$ cat config.mk
export PLATFORM = sky130hd
export DESIGN_NAME = scphase_dda
export DESIGN_NICKNAME = d
export VERILOG_FILES = /design/src/rtl/scphase_pkg.sv /design/src/rtl/scphase_modacc.sv /design/src/rtl/scphase_coarse.sv /design/src/rtl/scphase_cadence.sv /design/src/rtl/scphase_dda.sv
export SDC_FILE = /design/constraint.sdc
export NUM_CORES = 1
export LEC_CHECK = 0
export BUFFER_PORTS_ARGS = -buffer_cell sky130_fd_sc_hd__buf_2
export CAP_MARGIN = 10
export CORE_UTILIZATION = 52
export DETAILED_ROUTE_END_ITERATION = 16
export PLACE_DENSITY = 0.82
export SYNTH_ARGS = -nofsm -noshare
export SYNTH_HDL_FRONTEND = slang
export SYNTH_SLANG_ARGS = --single-unit
$ cat constraint.sdc
create_clock -name clk -period 7.97 [get_ports clk]
set_input_delay 0 -clock clk [delete_from_list [all_inputs] [get_ports clk]]
set_output_delay 0 -clock clk [all_outputs]
set_load 0.05 [all_outputs]
$ cat src/rtl/scphase_pkg.sv
// Package: shared types and helpers for the subcarrier phase accumulator.
// Assumes the field counter is at least three bits wide so that an
// eight-field cadence can be expressed.
package scphase_pkg;

    // Cadence code carried on the period_code port.
    typedef enum logic [1:0] {
        CAD_EVERY_2 = 2'd0,
        CAD_EVERY_4 = 2'd1,
        CAD_EVERY_8 = 2'd2,
        CAD_OFF     = 2'd3
    } cadence_e;

    // Number of low counter bits that must be zero for a clearing.
    function automatic int unsigned cadence_bits(input cadence_e code);
        case (code)
            CAD_EVERY_2: return 1;
            CAD_EVERY_4: return 2;
            CAD_EVERY_8: return 3;
            default:     return 0;
        endcase
    endfunction

endpackage

$ cat src/rtl/scphase_modacc.sv
// Module: modulo fraction accumulator.
// Adds an increment plus a carry-in every enabled clock. When the sum
// reaches the rollover size it subtracts the size once and raises a
// combinational carry for the same clock. Assumes inc < size, so a single
// subtraction keeps the stored value below size. When disabled it holds
// and raises no carry. A synchronous clear wins over everything.
module scphase_modacc #(
    parameter int W = 15
) (
    input  logic         clk,
    input  logic         rst_n,
    input  logic         clr,
    input  logic         en,
    input  logic [W-1:0] inc,
    input  logic [W-1:0] size,
    input  logic         cin,
    output logic         cout
);

    logic [W-1:0] acc_q;
    logic [W:0]   sum;
    logic         over;
    logic [W-1:0] next_acc;

    // Sum, rollover test and wrapped value for this clock.
    always_comb begin
        sum      = {1'b0, acc_q} + {1'b0, inc} + {{W{1'b0}}, cin};
        over     = (sum >= {1'b0, size});
        next_acc = over ? W'(sum - {1'b0, size}) : sum[W-1:0];
        cout     = en & over;
    end

    // Accumulator register: reset/clear, advance when enabled, else hold.
    always_ff @(posedge clk) begin
        if (!rst_n || clr) begin
            acc_q <= '0;
        end else if (en) begin
            acc_q <= next_acc;
        end
    end

endmodule

$ cat src/rtl/scphase_coarse.sv
// Module: coarse phase register.
// Advances by inc plus one carry LSB each enabled clock and wraps modulo
// 2**W. Holds when disabled (an arriving carry is then lost). A synchronous
// clear wins over the increment.
module scphase_coarse #(
    parameter int W = 12
) (
    input  logic         clk,
    input  logic         rst_n,
    input  logic         clr,
    input  logic         en,
    input  logic [W-1:0] inc,
    input  logic         cin,
    output logic [W-1:0] phase
);

    logic [W-1:0] phase_q;

    // Phase register: clear, advance with carry, or hold.
    always_ff @(posedge clk) begin
        if (!rst_n || clr) begin
            phase_q <= '0;
        end else if (en) begin
            phase_q <= phase_q + inc + {{(W-1){1'b0}}, cin};
        end
    end

    assign phase = phase_q;

endmodule

$ cat src/rtl/scphase_cadence.sv
// Module: field counter and cadence clearing decision.
// Counts field-start pulses in a CNT_W-bit wrapping counter. On a field
// start it asks for a clearing when the counter's low bits, chosen by
// the cadence code, are all zero. The decision is combinational for the
// accumulators; the indication output is its registered copy. Assumes
// CNT_W >= 3.
module scphase_cadence
    import scphase_pkg::*;
#(
    parameter int CNT_W = 3
) (
    input  logic       clk,
    input  logic       rst_n,
    input  logic       field_start,
    input  logic [1:0] period_code,
    output logic       clear,
    output logic       cadence_reset
);

    logic [CNT_W-1:0] cnt_q;
    logic [CNT_W-1:0] mask;
    int unsigned      nbits;

    // Build the low-bit mask from the cadence code; code 3 gives no clearing.
    always_comb begin
        nbits = cadence_bits(cadence_e'(period_code));
        mask  = '0;
        for (int i = 0; i < CNT_W; i++) begin
            if (i < int'(nbits)) mask[i] = 1'b1;
        end
        clear = field_start && (nbits != 0) && ((cnt_q & mask) == '0);
    end

    // Field counter: advances on every field start.
    always_ff @(posedge clk) begin
        if (!rst_n) begin
            cnt_q <= '0;
        end else if (field_start) begin
            cnt_q <= cnt_q + 1'b1;
        end
    end

    // Registered clearing indication, aligned with the zeroed phase.
    always_ff @(posedge clk) begin
        if (!rst_n) begin
            cadence_reset <= 1'b0;
        end else begin
            cadence_reset <= clear;
        end
    end

endmodule

$ cat src/rtl/scphase_dda.sv
// Module: colour subcarrier phase accumulator (top).
// Cascades NUM_FRAC modulo accumulators, finest first, into a coarse
// phase register. Every carry moves through the chain within the same
// clock. A cadence unit clears all stages on selected field starts.
// Assumes each increment is below its rollover size.
module scphase_dda #(
    parameter int PHASE_W   = 12,
    parameter int FRAC_W    = 15,
    parameter int CADENCE_W = 3
) (
    input  logic               clk,
    input  logic               rst_n,
    input  logic               field_start,
    input  logic [1:0]         period_code,
    input  logic               coarse_en,
    input  logic [PHASE_W-1:0] coarse_inc,
    input  logic               mid_en,
    input  logic [FRAC_W-1:0]  mid_inc,
    input  logic [FRAC_W-1:0]  mid_size,
    input  logic               fine_en,
    input  logic [FRAC_W-1:0]  fine_inc,
    input  logic [FRAC_W-1:0]  fine_size,
    output logic [PHASE_W-1:0] phase,
    output logic               cadence_reset
);

    localparam int NUM_FRAC = 2;

    logic              clr;
    logic              frac_en   [NUM_FRAC];
    logic [FRAC_W-1:0] frac_inc  [NUM_FRAC];
    logic [FRAC_W-1:0] frac_size [NUM_FRAC];
    logic [NUM_FRAC:0] carry;

    // Stage 0 is the fine accumulator, stage 1 the mid one.
    assign frac_en[0]   = fine_en;
    assign frac_inc[0]  = fine_inc;
    assign frac_size[0] = fine_size;
    assign frac_en[1]   = mid_en;
    assign frac_inc[1]  = mid_inc;
    assign frac_size[1] = mid_size;
    assign carry[0]     = 1'b0;

    scphase_cadence #(
        .CNT_W(CADENCE_W)
    ) u_cadence (
        .clk          (clk),
        .rst_n        (rst_n),
        .field_start  (field_start),
        .period_code  (period_code),
        .clear        (clr),
        .cadence_reset(cadence_reset)
    );

    for (genvar g = 0; g < NUM_FRAC; g++) begin : g_frac
        scphase_modacc #(
            .W(FRAC_W)
        ) u_acc (
            .clk  (clk),
            .rst_n(rst_n),
            .clr  (clr),
            .en   (frac_en[g]),
            .inc  (frac_inc[g]),
            .size (frac_size[g]),
            .cin  (carry[g]),
            .cout (carry[g+1])
        );
    end

    scphase_coarse #(
        .W(PHASE_W)
    ) u_coarse (
        .clk  (clk),
        .rst_n(rst_n),
        .clr  (clr),
        .en   (coarse_en),
        .inc  (coarse_inc),
        .cin  (carry[NUM_FRAC]),
        .phase(phase)
    );

endmodule

# After elaboration in Yosys (flattened, before gate mapping)
# Cells that the tools add are included.
[classes]
n_bitwise = 3
addsub = 8
order_cmp = 5
mux = 6
reduce_logical = 7
n_eq_ne = 2
[ops]
columns = ["cell", "count"]
rows = [
  ["$add A15 B15 Y16", 2],
  ["$ge A16 B15 Y1", 2],
  ["$reduce_bool A32 Y1", 1],
  ["$mux W15", 2],
  ["$sub A15 B15 Y15", 2],
  ["$add A16 B1 Y16", 1],
  ["$add A12 B1 Y12", 1],
  ["$add A12 B12 Y12", 1],
  ["$pmux W2 S3", 1],
  ["$lt A1 B2 Y1 const A", 2],
  ["$add A3 B1 Y3 const B", 1],
  ["$and A3 B3 Y3", 1],
  ["$logic_not A3 Y1", 1],
  ["$mux W1", 3],
  ["$and A1 B1 Y1", 2],
  ["$eq A2 B1 Y1 const B", 1],
  ["$eq A2 B2 Y1 const B", 1],
  ["$logic_and A1 B1 Y1", 2],
  ["$logic_not A2 Y1", 1],
  ["$lt A2 B2 Y1 const A", 1],
  ["$logic_not A1 Y1", 1],
  ["$logic_or A1 B1 Y1", 1],
]
[word_totals]
word_cells = 36
regBits = 46

# Depth between registers and ports, before layout
# Gate-level depths: netlist of the first run.
[logic_depth]
word_depth = 8
depth_mapped = 41
mapped_depth_nobuf = 39

# By module
# From an unflattened synthesis of the first run, not the netlist that was laid out.
[unflattened]
hier_cells = 706
hier_area_um2 = 5670.4
[by_module_without_submodules]
columns = ["module", "area_each_um2", "seq_area_each_um2", "cells_each", "n_inst"]
rows = [
  ["scphase_modacc at g_frac[0].u_acc", 2228.4, 300.3, 280, 1],
  ["scphase_modacc at g_frac[1].u_acc", 2163.3, 300.3, 282, 1],
  ["scphase_coarse", 1036.0, 240.2, 122, 1],
  ["scphase_cadence", 239.0, 80.1, 21, 1],
  ["scphase_dda", 3.8, 0.0, 1, 1],
]

# Least setup slack after synthesis of the first run
# OpenSTA, ideal clock, no wires.
[synth_timing]
path_kind = "register to register"
startpoint = "reg g_frac[0].u_acc.acc_q[0]"
endpoint = "reg u_coarse.phase_q[10], in the netlist u_coarse.phase[10]"
arrival_time_ns = 7.846
path_buffers = 1
slack_ns = 0.000
required_ns = 7.846
stages_incl_launch_ff = 40
cell_sequence = "dfxtp_1 ha_1 fa_1 a21oi_1 o211ai_1 a21oi_1 xnor2_1 ha_1 and3_2 nand2_1 a311o_1 a31oi_4 o221a_4 o21ai_0 fa_1 fa_1 nor2b_1 o31a_1 (+4 left out) ha_1 nand2_1 o21ai_0 nor3_1 a31oi_1 a221o_1 buf_2 nand2_1 fa_1 fa_1 nor2b_1 o21ai_0 a21boi_0 o21ai_0 a21oi_1 a31oi_1 mux2i_1 nand3_1"
[synth_via]
elab_chain_len = 7
[synth_lines]
columns = ["item", "line_no", "rtl"]
rows = [
  ["from (decl)", "scphase_modacc.sv:20", "logic [W-1:0] acc_q;"],
  ["from (signal assigned)", "scphase_modacc.sv:38", "acc_q <= next_acc;"],
  ["$add A15 B15 Y16", "scphase_modacc.sv:27", "sum = {1'b0, acc_q} + {1'b0, inc} + {{W{1'b0}}, cin};"],
  ["$ge A16 B15 Y1", "scphase_modacc.sv:28", "over = (sum >= {1'b0, size});"],
  ["$and A1 B1 Y1", "scphase_modacc.sv:30", "cout = en & over;"],
  ["$add A16 B1 Y16", "scphase_modacc.sv:27", ""],
  ["$ge A16 B15 Y1", "scphase_modacc.sv:28", ""],
  ["$and A1 B1 Y1", "scphase_modacc.sv:30", ""],
  ["$add A12 B1 Y12", "scphase_coarse.sv:24", "phase_q <= phase_q + inc + {{(W-1){1'b0}}, cin};"],
  ["to (signal assigned)", "scphase_coarse.sv:24", ""],
  ["to (decl)", "scphase_coarse.sv:17", "logic [W-1:0] phase_q;"],
]
# No other way between the ends.
# A chain may end at the register's enable or synchronous reset.

# Worst setup path after layout of the first run
[layout_timing]
startpoint = "reg g_frac[0].u_acc.acc_q[0]"
endpoint = "reg u_coarse.phase_q[11], in the netlist u_coarse.phase[11]"
# The elaborated chain is that of the path after synthesis.

==> results of run 1 <==
==> power breakdown <==
| group | internal [mW] | switching [mW] | total (mW) |
|---|---|---|---|
| Clock | 0.0798 | 0.0892 | 0.169 |
| Sequential | 0.273 | 0.0253 | 0.299 |
| Combinational | 0.693 | 0.827 | 1.52 |
==> per-stage QoR <==
stage	cells	total power [mW]	util [%]	setup slack, ns
floorplan	668	1.386	-	0.0001430
global placement	904	1.665	61.70	0.03179
detailed placement	904	1.716	61.70	-0.2944
CTS	914	1.908	63.32	0.003713
global route	925	2.148	65.35	-0.2604
finish	925	1.988	65.35	0.1376
==> synth_stat cells (5+ instances only) <==
library cell	instances
o21ai_0	53
a211oi_1	8
nand2b_1	6
inv_1	54
xnor2_1	34
a21o_1	10
a31oi_1	6
nor3_1	21
dfxtp_1	46
o21a_1	11
clkbuf_1	15
and3_1	8
nor2b_1	9
nand3_1	10
ha_1	72
and2_1	5
o21bai_1	8
nand2_1	34
xor2_1	16
nand4_1	8
mux2i_1	35
nor2_1	48
o31ai_1	5
fa_1	7
a21oi_1	71
==> final timing paths <==
kind / endpoint / slack (ns) / cells past startpoint
setup reg to reg: u_coarse.phase[11] / 0.14 / 38
hold reg to reg: g_frac[1].u_acc.acc_q[2] / 0.50 / 2
setup / recovery: u_coarse.phase[11] / 0.14 / 38
hold / removal: u_cadence.cnt_q[1] / 0.006 / 3
==> state kept, by name, indices dropped and copies added (netlist names) <==
| signal | flops |
|---|---|
| g_frac.u_acc.acc_q | 30 |
| u_cadence.cadence_reset | 1 |
| u_cadence.cnt_q | 3 |
| u_coarse.phase | 12 |
==> cell type report <==
type | count | area [um^2] | area share [%]
multi-input combinational | 548 | 4225 | 65.84
sequential | 46 | 922.1 | 14.37
timing repair buffer | 136 | 795.8 | 12.40
inverter | 54 | 202.7 | 3.159
tap | 133 | 166.4 | 2.593
clock buffer | 7 | 96.34 | 1.501
clock inverter | 1 | 8.758 | 0.1365
==> metal layers <==
layer	up-vias	track usage [%]	routed length [um]	share of wire, %
met4	0	9.209	338	2.5
met3	26	2.034	624	4.6
li1	2670	-	-	-
met1	2420	31.71	5900	43
met2	163	47.08	6810	50
met5	-	0	0	0
==> cell families after synthesis <==
group	count (synthesis)	synth area share (%)
fa+ha+maj	79	19.66
flops	46	17.39
xor+xnor	50	8.270
mux	35	6.616
buf+inv	74	5.647
simple gates	170	16.26
compound gates	214	26.16
==> repair_timing <==
item | in CTS | in global routing
pin swaps | 5 | 29
endpoints found under the hold margin | 4 | 0
hold buffers | 2 | 0
gates resized for setup | 14 | 32
setup endpoints to repair | 5 | 7
buffers inserted | 0 | 11
==> tightest hold or removal path: stages <==
cell and delay, ns:
buf_2 0.13, mux2i_1 0.08, nor2_1 0.07
==> results.toml, run 1 <==
[outcome]
status = "finished, final reports clean"

[clock_network]
cts_root_buf = "clkbuf_8"
cts.sinks = 46
clock_latency_ns = 0.30
htree_levels = 2
clk_pin_slew_ns = 0.10
numCtsBuffers = 5
cts_tree = "built"
cts_buffer_depth = 2

[floorplanning]
die_height_um = 102.9
die-area_um2 = 10590
die_w_um = 102.9
initial_core_util_pct = 53.92
coreArea_um2 = 9819
io_pins = 93
row_count = 36

[timing]
slew-limit-headroom_pct = 56.84
period_minus_slack_ns = 7.832
fin_crit_sh_pct = 98.27
fin_setup_tns_ns = 0
grt_setup_unrepaired = "true"
finalSetupViolations = 0
finClkSkew_ns = 0.005980
worst_pin_slew_ns = 0.6310
hold_slack_ns = 0.006170
final-max-slew-violation-count = 0
hold_viol_final = 0
clock.fmax_ghz = 0.1277

[finish]
syn_to_final_growth_pct = 21.20
fillers = 857
final_cell_mix = "92 x buf_2, 70 x ha_1, 65 x a21oi_1"
final_common_cell = "buf_2"
final_cell_area_um2 = 6417
num_antenna_cells = 0
finalNetCount = 950
drive_gt1_share_pct = 24.12

[setup_path]
startpoint = "g_frac[0].u_acc.acc_q[0]"
cp_slowest_stage_delay_ns = 0.56
critPathBufInv = 0
crit_fanout = 4
r2r_start = "g_frac[0].u_acc.acc_q[0]"
crit_slowest_cell = "or4b_4"
end_kind = "flip-flop"
crit_arrival_ns = 8.01
critical_path.top_delay_family = "compound AO/OA/AOI/OAI gates"
criticalPathCategory = "flip-flop to flip-flop"
required_ns = 8.15
worstSetupStartpointType = "flip-flop"

[synthesis]
synth_seq_cells = 46
synth.avg_cell_area_um2 = 7.927
yosysSeqAreaShare_pct = 17.39
syn_inst = 668
syn_nets = 827
yosysTopAreaCell = "dfxtp_1"
async_flop_share_pct = 0
synth_flop_cell = "dfxtp_1"
synth_area_um2 = 5295
synth_top_area_share_pct = 17.39
synth_warnings = 0
synthTopCellsByArea = "dfxtp_1 17%, ha_1 17%, a21oi_1 6.7%"
ys_types = 67
synth_edf_count = 0

[power_and_ir_drop]
p_per_area_nw_per_um2 = 309.8
ir_drop_v = 0.0001764
leakagePower_nw = 3.110

[hold_path]
min_from = "field_start"
hold_path_class = "input port to flip-flop"

[global_routing]
antenna_found_initial = 0
grt_max_degree = 37
grt_pass1_vias = 4993
grt_pass1_wl_mm = 22.14
gr-total-overflow = 0
gr-usage-all-layers_pct = 25.80

[placement]
numPortBuffers = 92
dp_hpwl_mm = 10.68
gp_congestion = 0.9402
place_area_um2 = 6058

[drt]
drtAntennaViolNets = 0
drt-pass1-iter-count = 5
vias = 5279
wirelength_mm = 13.67
remaining_drc_errors = 0
drtIter0Drc = 202
avgViaCountPerCell = 5.707
wl_per_cell_um = 14.78

[flow_run]
timing.max_cap.violations = 0
Power figures use the tool's default switching activity.
==> run 2: changes to the inputs <==
--- a/config.mk
+++ b/config.mk
@@ -9,6 +9,7 @@
 export CAP_MARGIN = 10
 export CORE_UTILIZATION = 52
 export DETAILED_ROUTE_END_ITERATION = 16
+export GPL_TIMING_DRIVEN = 0
 export PLACE_DENSITY = 0.82
 export SYNTH_ARGS = -nofsm -noshare
 export SYNTH_HDL_FRONTEND = slang
==> results.toml, run 2 (synthesized netlist as in run 1, its figures left out) <==
[timing]
grt_setup_unrepaired = "true"
finalSetupViolations = 0
slew-limit-headroom_pct = 45.05
hold_slack_ns = 0.05433
hold_viol_final = 0
finClkSkew_ns = 0.005646
setup_slack_ns = 0.09824
fin_setup_tns_ns = 0
period_minus_slack_ns = 7.872
final-max-slew-violation-count = 0
fin_crit_sh_pct = 98.77
clock.fmax_ghz = 0.1270
worst_pin_slew_ns = 0.8035

[hold_path]
hold_path_class = "input port to flip-flop"

[clock_network]
cts_root_buf = "clkbuf_8"
cts_buffer_depth = 2
htree_levels = 2
clk_pin_slew_ns = 0.09
numCtsBuffers = 5
clock_latency_ns = 0.30
cts.sinks = 46
cts_tree = "built"

[floorplanning]
die-area_um2 = 10590
initial_core_util_pct = 53.92
row_count = 36
coreArea_um2 = 9819
die_height_um = 102.9
die_w_um = 102.9
io_pins = 93

[global_routing]
gr-total-overflow = 0
grt_pass1_wl_mm = 22.88
grt_max_degree = 14
gr-usage-all-layers_pct = 26.89
grt_pass1_vias = 5186
antenna_found_initial = 0

[finish]
drive_gt1_share_pct = 26.18
final_common_cell = "buf_2"
final_cells = 940
finalNetCount = 965
top_register = "g_frac.u_acc.acc_q"
syn_to_final_growth_pct = 24.88
largest_reg_flops = 30
final_cell_mix = "91 x buf_2, 67 x ha_1, 60 x a21oi_1"

[drt]
drtAntennaViolNets = 0
vias = 5449
wirelength_mm = 14.71
remaining_drc_errors = 0
avgViaCountPerCell = 5.797
wl_per_cell_um = 15.65
drt-pass1-iter-count = 5
drtIter0Drc = 234

[setup_path]
worstSetupStartpointType = "flip-flop"
criticalPathCategory = "flip-flop to flip-flop"
end_kind = "flip-flop"
crit_arrival_ns = 8.05
crit_fanout = 7
critical_path.top_delay_family = "compound AO/OA/AOI/OAI gates"
required_ns = 8.15
cp_slowest_stage_delay_ns = 0.41
critPathBufInv = 3
crit_path_frequent_cell = "fa_2"
crit_slowest_cell = "fa_2"

[power_and_ir_drop]
comb_power_share_pct = 78.4
p_sw_share_pct = 47.84
internal-power_mw = 1.073
p_total_mw = 2.057
ir_drop_v = 0.0001772
p_clk_share_pct = 6.9
leakagePower_nw = 3.145
power.switching_mw = 0.9838
p_per_area_nw_per_um2 = 311.0
seq_power_share_pct = 14.6

[placement]
numPortBuffers = 91
dpl_worst_slack_ns = -1.278
gp_congestion = 0.9446
dp_cells = 892
dp_hpwl_mm = 10.96

[outcome]
status = "finished, final reports clean"

[flow_run]
timing.max_cap.violations = 0
[run 2: cell count changes in the layout (fill, tap and decap cells not counted), moves of 4 or more]
cell,change
buf_4,-5
a21oi_2,+4
a21oi_1,-5
buf_6,+5
clkbuf_1,+14
[run 2: area by class of cell]
cell class                 instances  area, um^2
antenna                            1       2.502
buffer                            17       83.83
clock buffer                       6       72.57
clock inverter                     1       7.507
fill                             809        3207
inverter                          54       202.7
multi-input combinational        548        4353
sequential                        46       922.1
tap                              133       166.4
timing repair buffer             134       802.0
[run 2: final timing paths]
check                                               from                       end  slack [ns]  depth (start not counted)
worst min-delay path                             fine_en  g_frac[0].u_acc.acc_q[2]        0.05                          3
worst min register to register  g_frac[1].u_acc.acc_q[2]  g_frac[1].u_acc.acc_q[2]        0.49                          2
worst max register to register  g_frac[0].u_acc.acc_q[0]        u_coarse.phase[10]         0.1                         39
worst max-delay path            g_frac[0].u_acc.acc_q[0]        u_coarse.phase[10]         0.1                         39
[run 2: per-layer routing]
metal | global-route usage, % | routed length, um
met1 | 33.47 | 6251
met2 | 49.64 | 7582
met3 | 2.373 | 596
met4 | 6.934 | 280
met5 | 0 | 0
[run 2: power groups by stage]
stage	sequential [mW]	clock [mW]	combinational (mW)
global route	0.305	0.151	1.76
CTS	0.300	0.142	1.47
detailed placement	0.304	0	1.35
global placement	0.302	0	1.31
finish	0.301	0.142	1.61
floorplan	0.322	0	1.06
[run 2: worst register-to-register path: cells and delay by family, from the launching register on]
family                     cells  cell delay, ns
and+or+nand+nor                7            0.74
DFF                            1            0.34
muxes                          1            0.19
adders and majority gates      8            2.80
AOI/OAI and AO/OA             19            3.22
buffers and inverters          3            0.34
xor gates and xnor gates       1            0.13
[run 2: what timing repair did]
action | 4_1_cts | 5_1_grt
resized for setup | 40 | 43
setup buffers | 23 | 18
endpoints found under the hold margin | 2 | 0
endpoints found under the setup margin | 11 | 9
pin swaps | 32 | 29
hold buffers | 2 | 0
gates cloned | 0 | 0
[run 2: per-stage QoR]
step,utilization (%),cell area (um^2)
3_3_place_gp,60.26,5917
6_report,67.34,6613
3_5_place_dp,60.26,5917
2_1_floorplan,-,5295
4_1_cts,64.35,6319
5_1_grt,67.32,6610
